--- config.mk ---
export PLATFORM = sky130hd
export DESIGN_NAME = sprite_hpos
export DESIGN_NICKNAME = d
export VERILOG_FILES = /design/src/rtl/sprpos_pkg.sv /design/src/rtl/sprpos_counter.sv /design/src/rtl/sprpos_delay.sv /design/src/rtl/sprpos_draw.sv /design/src/rtl/sprite_hpos.sv
export SDC_FILE = /design/constraint.sdc
export NUM_CORES = 1
export LEC_CHECK = 0
export BUFFER_PORTS_ARGS = -buffer_cell sky130_fd_sc_hd__buf_2
export CAP_MARGIN = 20
export CORE_MARGIN = 1.5
export CORE_UTILIZATION = 39
export DETAILED_ROUTE_END_ITERATION = 16
export PLACE_DENSITY = 0.54
export SETUP_SLACK_MARGIN = 0.1
export SYNTH_ARGS = -nofsm -noshare
export SYNTH_HDL_FRONTEND = slang
export SYNTH_SLANG_ARGS = --single-unit
--- constraint.sdc ---
create_clock -name clk -period 2.3 [get_ports clk]
set_input_delay 0.345 -clock clk [delete_from_list [all_inputs] [get_ports clk]]
set_output_delay 0.345 -clock clk [all_outputs]
set_load 0.01 [all_outputs]
--- src/rtl/sprpos_pkg.sv ---
package sprpos_pkg;

    typedef enum logic [1:0] {
        SCALE_X1 = 2'd0,
        SCALE_X2 = 2'd1,
        SCALE_X4 = 2'd2
    } scale_e;

    // Decoded view of the size/copies code
    typedef struct packed {
        logic   near_copy;   // extra copy at one gap
        logic   mid_copy;    // extra copy at two gaps
        logic   far_copy;    // extra copy at four gaps
        scale_e scale;
    } size_dec_t;

    function automatic size_dec_t decode_size(input logic [2:0] code);
        size_dec_t d;
        d = '{near_copy: 1'b0, mid_copy: 1'b0, far_copy: 1'b0, scale: SCALE_X1};
        case (code)
            3'd1: d.near_copy = 1'b1;
            3'd2: d.mid_copy  = 1'b1;
            3'd3: begin d.near_copy = 1'b1; d.mid_copy = 1'b1; end
            3'd4: d.far_copy  = 1'b1;
            3'd5: d.scale     = SCALE_X2;
            3'd6: begin d.mid_copy = 1'b1; d.far_copy = 1'b1; end
            3'd7: d.scale     = SCALE_X4;
            default: ;
        endcase
        return d;
    endfunction

endpackage

--- src/rtl/sprpos_counter.sv ---
module sprpos_counter
    import sprpos_pkg::*;
#(
    parameter int LINE_PIX = 160,
    parameter int COPY_GAP = 16,
    parameter int CNT_W    = 8
) (
    input  logic             clk,
    input  logic             rst_n,
    input  logic             hblank,
    input  logic             pos_reset,
    input  logic [2:0]       size_code,
    output logic [CNT_W-1:0] cnt,
    output logic             start
);

    localparam logic [CNT_W-1:0] LAST = CNT_W'(LINE_PIX - 1);
    localparam logic [CNT_W-1:0] OFS1 = CNT_W'(COPY_GAP);
    localparam logic [CNT_W-1:0] OFS2 = CNT_W'(2 * COPY_GAP);
    localparam logic [CNT_W-1:0] OFS4 = CNT_W'(4 * COPY_GAP);

    typedef struct packed {
        logic [CNT_W-1:0] pos;
    } cnt_st_t;

    cnt_st_t          st_d, st_q;
    size_dec_t        dec;
    logic [CNT_W-1:0] nxt;

    always_comb begin
        dec   = decode_size(size_code);
        st_d  = st_q;
        start = 1'b0;
        nxt   = (st_q.pos == LAST) ? '0 : st_q.pos + 1'b1;
        if (pos_reset) begin
            st_d.pos = '0;
            start    = !hblank;
        end else if (!hblank) begin
            st_d.pos = nxt;
            start    = (nxt == '0)
                     | (dec.near_copy && nxt == OFS1)
                     | (dec.mid_copy  && nxt == OFS2)
                     | (dec.far_copy  && nxt == OFS4);
        end
    end

    always_ff @(posedge clk or negedge rst_n) begin
        if (!rst_n) st_q <= '0;
        else        st_q <= st_d;
    end

    assign cnt = st_q.pos;

endmodule

--- src/rtl/sprpos_delay.sv ---
module sprpos_delay #(
    parameter int DEPTH = 2
) (
    input  logic clk,
    input  logic rst_n,
    input  logic flush,
    input  logic start_in,
    output logic launch
);

    typedef struct packed {
        logic [DEPTH-1:0] pipe;
    } dly_st_t;

    dly_st_t st_d, st_q;

    generate
        if (DEPTH == 1) begin : g_single
            always_comb begin
                st_d.pipe = flush ? 1'b0 : start_in;
            end
        end else begin : g_chain
            always_comb begin
                st_d.pipe = flush ? '0 : {st_q.pipe[DEPTH-2:0], start_in};
            end
        end
    endgenerate

    always_ff @(posedge clk or negedge rst_n) begin
        if (!rst_n) st_q <= '0;
        else        st_q <= st_d;
    end

    assign launch = st_q.pipe[DEPTH-1] & !flush;

endmodule

--- src/rtl/sprpos_draw.sv ---
module sprpos_draw
    import sprpos_pkg::*;
#(
    parameter int BASE_W = 8,
    parameter int PIX_W  = 6
) (
    input  logic       clk,
    input  logic       rst_n,
    input  logic       hblank,
    input  logic       launch,
    input  logic [2:0] size_code,
    output logic       draw_en
);

    typedef struct packed {
        logic             active;
        logic [PIX_W-1:0] pix;
    } drw_st_t;

    drw_st_t          st_d, st_q;
    size_dec_t        dec;
    logic [PIX_W-1:0] width;
    logic [PIX_W-1:0] pix_inc;

    always_comb begin
        dec = decode_size(size_code);
        case (dec.scale)
            SCALE_X2: width = PIX_W'(2 * BASE_W);
            SCALE_X4: width = PIX_W'(4 * BASE_W);
            default:  width = PIX_W'(BASE_W);
        endcase
        pix_inc = st_q.pix + 1'b1;
        st_d    = st_q;
        if (hblank) begin
            st_d = '0;
        end else if (launch) begin
            st_d.active = 1'b1;
            st_d.pix    = '0;
        end else if (st_q.active) begin
            if (pix_inc >= width) st_d = '0;
            else                  st_d.pix = pix_inc;
        end
    end

    always_ff @(posedge clk or negedge rst_n) begin
        if (!rst_n) st_q <= '0;
        else        st_q <= st_d;
    end

    assign draw_en = st_q.active & !hblank;

endmodule

--- src/rtl/sprite_hpos.sv ---
module sprite_hpos #(
    parameter int LINE_PIX    = 160,
    parameter int COPY_GAP    = 16,
    parameter int BASE_W      = 8,
    parameter int START_DELAY = 3
) (
    input  logic       clk,
    input  logic       rst_n,
    input  logic       hblank,
    input  logic       pos_reset,
    input  logic [2:0] size_sel,
    output logic       draw_en
);

    localparam int CNT_W     = $clog2(LINE_PIX);
    localparam int PIX_W     = $clog2(4 * BASE_W + 1);
    localparam int DLY_DEPTH = START_DELAY - 1;

    logic [CNT_W-1:0] cnt_w;
    logic             start_w;
    logic             launch_w;

    sprpos_counter #(
        .LINE_PIX (LINE_PIX),
        .COPY_GAP (COPY_GAP),
        .CNT_W    (CNT_W)
    ) u_cnt (
        .clk       (clk),
        .rst_n     (rst_n),
        .hblank    (hblank),
        .pos_reset (pos_reset),
        .size_code (size_sel),
        .cnt       (cnt_w),
        .start     (start_w)
    );

    sprpos_delay #(
        .DEPTH (DLY_DEPTH)
    ) u_dly (
        .clk      (clk),
        .rst_n    (rst_n),
        .flush    (hblank),
        .start_in (start_w),
        .launch   (launch_w)
    );

    sprpos_draw #(
        .BASE_W (BASE_W),
        .PIX_W  (PIX_W)
    ) u_drw (
        .clk       (clk),
        .rst_n     (rst_n),
        .hblank    (hblank),
        .launch    (launch_w),
        .size_code (size_sel),
        .draw_en   (draw_en)
    );

endmodule

# == Word-level counts from Yosys, hierarchy flattened ==
# Cells that the tools add are included.
# totals
regBits,17
in_bits,7
out_inout_bits,1
word_cells,50
# op_classes
n_addsub,2
order_cmp,1
eq_ne,14
mux,15
n_bitwise,5
n_reduce_logical,9
# ops
operator,n
$mux W8,3
$mux W7,3
$eq A3 B3 Y1 const B,4
$pmux W6 S2,1
$add A8 B1 Y8 const B,1
$eq A8 B5 Y1 const B,1
$eq A8 B6 Y1 const B,1
$eq A8 B7 Y1 const B,1
$eq A8 B8 Y1 const B,1
$logic_not A8 Y1,1
$add A6 B1 Y6 const B,1
$eq A3 B2 Y1 const B,2
$ge A6 B6 Y1,1
$mux W6,1
$mux W1,5
$pmux W2 S2,1
$reduce_or A2 Y1,2
$eq A3 B1 Y1 const B,1
$logic_and A1 B1 Y1,3
$or A1 B1 Y1,3
$reduce_bool A3 Y1,1
$reduce_or A3 Y1,1
$and A1 B1 Y1,2
$eq A2 B1 Y1 const B,1
4 further kinds,4

# == Logic depth before layout (Yosys ltp) ==
# depth
depth_word,9
mapped_depth,9

# == Modules after synthesis ==
# A second synthesis with hierarchy kept.
# hier_totals
cells_unflattened,139
area_unflattened_um2,1236.2
# by_module_without_submodules
mod,instances,cells_each,area_per_inst_um2
sprpos_counter,1,77,614.3
sprpos_draw,1,57,553.0
sprpos_delay,1,5,68.8

# == Least setup slack after synthesis ==
# Ideal clock, no wire load.
# synth_path
path_type,input to register
startpoint,input port size_sel[2]
endpoint,register u_drw.st_q[0] in the netlist's numbering
setup_time_ns,0.132
arrival_ns,1.815
path_slack_ns,0.354
path_stages,9
cell_sequence,nand2_1 > or2_1 > ha_1 > ha_1 > nand2_1 > o21ai_1 > a21oi_1 > o211ai_1 > o21ai_1
# synth_via
elab_chain_len,9
elab_cells_between_ends,11
classes_between,order compare (1); eq/ne (4); mux (6)
# synth_lines
element,line_no,rtl
start: declaration,sprite_hpos.sv:11,"input logic [2:0] size_sel,"
$eq A3 B3 Y1,sprpos_pkg.sv:20,case (code)
$pmux W2 S2 (*),sprpos_pkg.sv:20,
$eq A2 B2 Y1 / $eq A2 B1 Y1 (equally long branches),sprpos_draw.sv:27,case (dec.scale)
$pmux W6 S2 (*),sprpos_draw.sv:27,
$ge A6 B6 Y1 (*),sprpos_draw.sv:40,if (pix_inc >= width) st_d = '0;
$mux W6 (*),sprpos_draw.sv:40,
$mux W7 (*),sprpos_draw.sv:39,end else if (st_q.active) begin
$mux W7 (*),sprpos_draw.sv:36,end else if (launch) begin
$mux W7 (*),sprpos_draw.sv:34,if (hblank) begin
end signal: assignment,sprpos_draw.sv:47,else st_q <= st_d;
end: declaration,sprpos_draw.sv:20,"drw_st_t st_d, st_q;"
# Mark *: on every way between the ends. The rest lies on a longest branch, timed or not. The select of a mux whose other input is x is not followed.
# A chain may end at the register's enable or synchronous reset.

# == Worst setup path in the final report ==
# layout_path
startpoint,register u_drw.st_q[0] in the netlist's numbering
endpoint,register u_drw.st_q[0] in the netlist's numbering
# layout_via
elab_chain_len,6
# layout_lines
element,line_no,rtl
$add A6 B1 Y6 (*),sprpos_draw.sv:32,pix_inc = st_q.pix + 1'b1;
$ge A6 B6 Y1,sprpos_draw.sv:40,
$mux W6 (*),sprpos_draw.sv:40,
$mux W7 (*),sprpos_draw.sv:39,
$mux W7 (*),sprpos_draw.sv:36,
$mux W7 (*),sprpos_draw.sv:34,
# Marks and branches as above.

==> results.md <==
* Status: finished, final reports clean
* CTS root buffer: clkbuf_4
* Async set-reset flop share out of synthesis at 100%
* WP data required at 2.47 ns
* Vias in the first global route at 868
* H-tree levels at 1
* Drt total wl at 2.42 mm
* Reg area at 425 um^2
* Dpl hpwl at 1.75 mm
* Top cells by area, synth: dfrtp_1 (34%), ha_1 (9.1%), a21oi_1 (3.6%)
* Global Route Usage Sum at 15.5%
* Synthesis warning total at 0
* DRC at 0
* Design area at 1310 um^2
* Top FF cell, synth: dfrtp_1
* Via count at 967
* Largest area contributor in the netlist: dfrtp_1
* Setup slack after layout at 0.244 ns
* Gr ovfl total at 0
* Clock skew at 0.00722 ns
* Clk Latency, worst-skew pair at 0.29 ns
* I/O Pins at 8
* Initial Util at 40.9%
* Max FO, Critical Path at 5
* Net Count, Synth at 155
* Post-route setup TNS at 0 ns
* Final Slew Violations at 0
* Drt pass-1 iters at 4
* Worst EP arrival at 2.23 ns
* Area after DPL at 1270 um^2
* Die area at 3520 um^2
* IO buf count at 7
* Post-synthesis average cell area at 8.90 um^2
* Iteration-0 DRC Markers at 48
* # setup viols final at 0
* Die width at 59.3 um
* ANT cells at 0
* Core Footprint at 3030 um^2
* Register area share after synthesis at 34.4%
* Setup crit end kind: flip-flop
* Reg clk slew, reported paths at 0.11 ns
* Die H at 59.3 um
* Maxcap violations at 0
* Area occupied by multi-input gates at 718 um^2
* Setup bufs post-CTS at 0
* Static leakage at 0.563 nW
* CTS tree: done
* Number of core rows at 20
* Initial antenna violation count at 0
* Final Hold Fails at 0
* Post-synthesis cell type count at 42
* Power Total at 0.536 mW
* RSZ-0062 raised after global routing: false
* Cells after Synth at 139
* Fillers at 310
* Period minus WS final at 2.06 ns
* Startpoint types: flip-flop
* Register bit total from synthesis at 17
* Top-area cell type share of the netlist area at 34.4%
* Syn Std Cell Area at 1240 um^2
* TritonCTS Buffers at 3
* EDFF count, synth at 0
* PD cells at 408 nW/um^2
* HP Class: primary input to flip-flop
* Crit Path Class: flip-flop to flip-flop
* Remaining antenna violation count at 0
* Dpl ws at 0.0277 ns
* Clock Tree Buf Depth at 2
* Area grow syn2layout at 5.97%
* Layout net count at 160
* Max_slew headroom at 61.8%
* Fmax at 486 MHz
* Worst Tran Pin Value at 0.569 ns
* VDD IR max at 0.195 mV
* Largest net degree at the start of global routing at 21
* First-pass GRT wire length at 4.10 mm
* DR WL/cell at 13.0 um
* Via density at 5.17
* Layout cells sized above 1 at 14.7%
* Final Cycle Share at 89.4%
* GPL Wtd Cong at 0.722
* # clock sinks at 17
==> per-layer routing <==
| layer | track usage, % | part of all wire (%) | up-vias |
|---|---|---|---|
| met4 | 4.55 | 0.87 | 0 |
| met2 | 21.8 | 43 | 10 |
| li1 | - | - | 490 |
| met1 | 23.3 | 54 | 465 |
| met3 | 3.49 | 2.1 | 2 |
| met5 | 0 | 0 | - |
==> cell families after synthesis <==
| logic type | Yosys count | share of synthesized area, % |
|---|---|---|
| and+or+nand+nor | 52 | 23.2 |
| AOI/OAI and AO/OA | 31 | 17.5 |
| xor gates and xnor gates | 9 | 6.37 |
| muxes | 2 | 1.62 |
| adders and majority gates | 9 | 9.10 |
| buffers and inverters | 19 | 7.89 |
| DFF | 17 | 34.4 |
==> layout by cell type, fill, tap and decap left out, drive strengths merged, types with 5 or more instances in the layout <==
cell and n:
a21oi 10, buf 7, dfrtp 17, ha 9, inv 11, nand2 11
nand3 6, nor2 13, o21ai 9, xor2 5
==> final timing paths <==
kind	depth (start not counted)	slack [ns]	start	end
setup / recovery	8	0.24	u_drw.st_q[0]	u_drw.st_q[0]
hold / removal	2	0.36	pos_reset	u_cnt.cnt[3]
setup reg to reg	8	0.24	u_drw.st_q[0]	u_drw.st_q[0]
hold reg to reg	1	0.47	u_dly.st_q[0]	u_dly.st_q[1]
max in group asynchronous	2	1.52	rst_n	u_cnt.cnt[3]
min in group asynchronous	2	0.50	rst_n	u_drw.st_q[6]
==> layout make-up <==
class / instances / share of cell area [%]
inverters: 11 / 3.15
clock buffers: 4 / 2.00
repair buffers: 8 / 3.44
flip-flops and latches: 17 / 32.4
multi-input cells: 103 / 54.8
well taps: 44 / 4.20
==> per-stage QoR <==
step                      hold slack (ns)  util, %  cells
after floorplan                    0.0494        -    139
after global placement              0.296     42.0    182
after detailed placement            0.300     42.0    182
after CTS                           0.339     43.2    187
after global routing                0.344     43.3    187
final                               0.356     43.3    187
==> registers in the layout, indices dropped and copies added (netlist names) <==
name,cells
u_dly.st_q,2
u_cnt.cnt,8
u_drw.st_q,7
==> where the power goes <==
part | internal [mW] | total (mW) | switching [mW]
Sequential | 0.305 | 0.313 | 0.00827
Combinational | 0.0234 | 0.0594 | 0.0359
Clock | 0.0673 | 0.163 | 0.0957
==> worst max-delay path: stages (launching register included) <==
cell and delay (ns):
dfrtp_1 0.44, ha_1 0.27, nand3_1 0.11, xor2_1 0.19
inv_1 0.06, ha_1 0.29, a21oi_2 0.07, o211ai_1 0.41
o21ai_1 0.10
==> synthesized netlist by cell type (all sizes together), types with 2 or more instances <==
library cell and n:
a21oi 10, or3 3, inv 11, xnor2 4
mux2i 2, ha 9, o41ai 2, buf 5
nor2 13, nand3b 2, nand4 2, a31oi 2
nand3 6, o21ai 9, nor2b 4, dfrtp 17
clkbuf 3, xor2 5, nor3 4, and4 2
nand2 11
==> what timing repair did <==
action                     4_1_cts  5_1_grt
hold buffers                     1        0
hold endpoints to repair        17        0
resized for setup                0        1
setup endpoints to repair        0        1
Note: power is estimated with default switching activity, not from simulation.
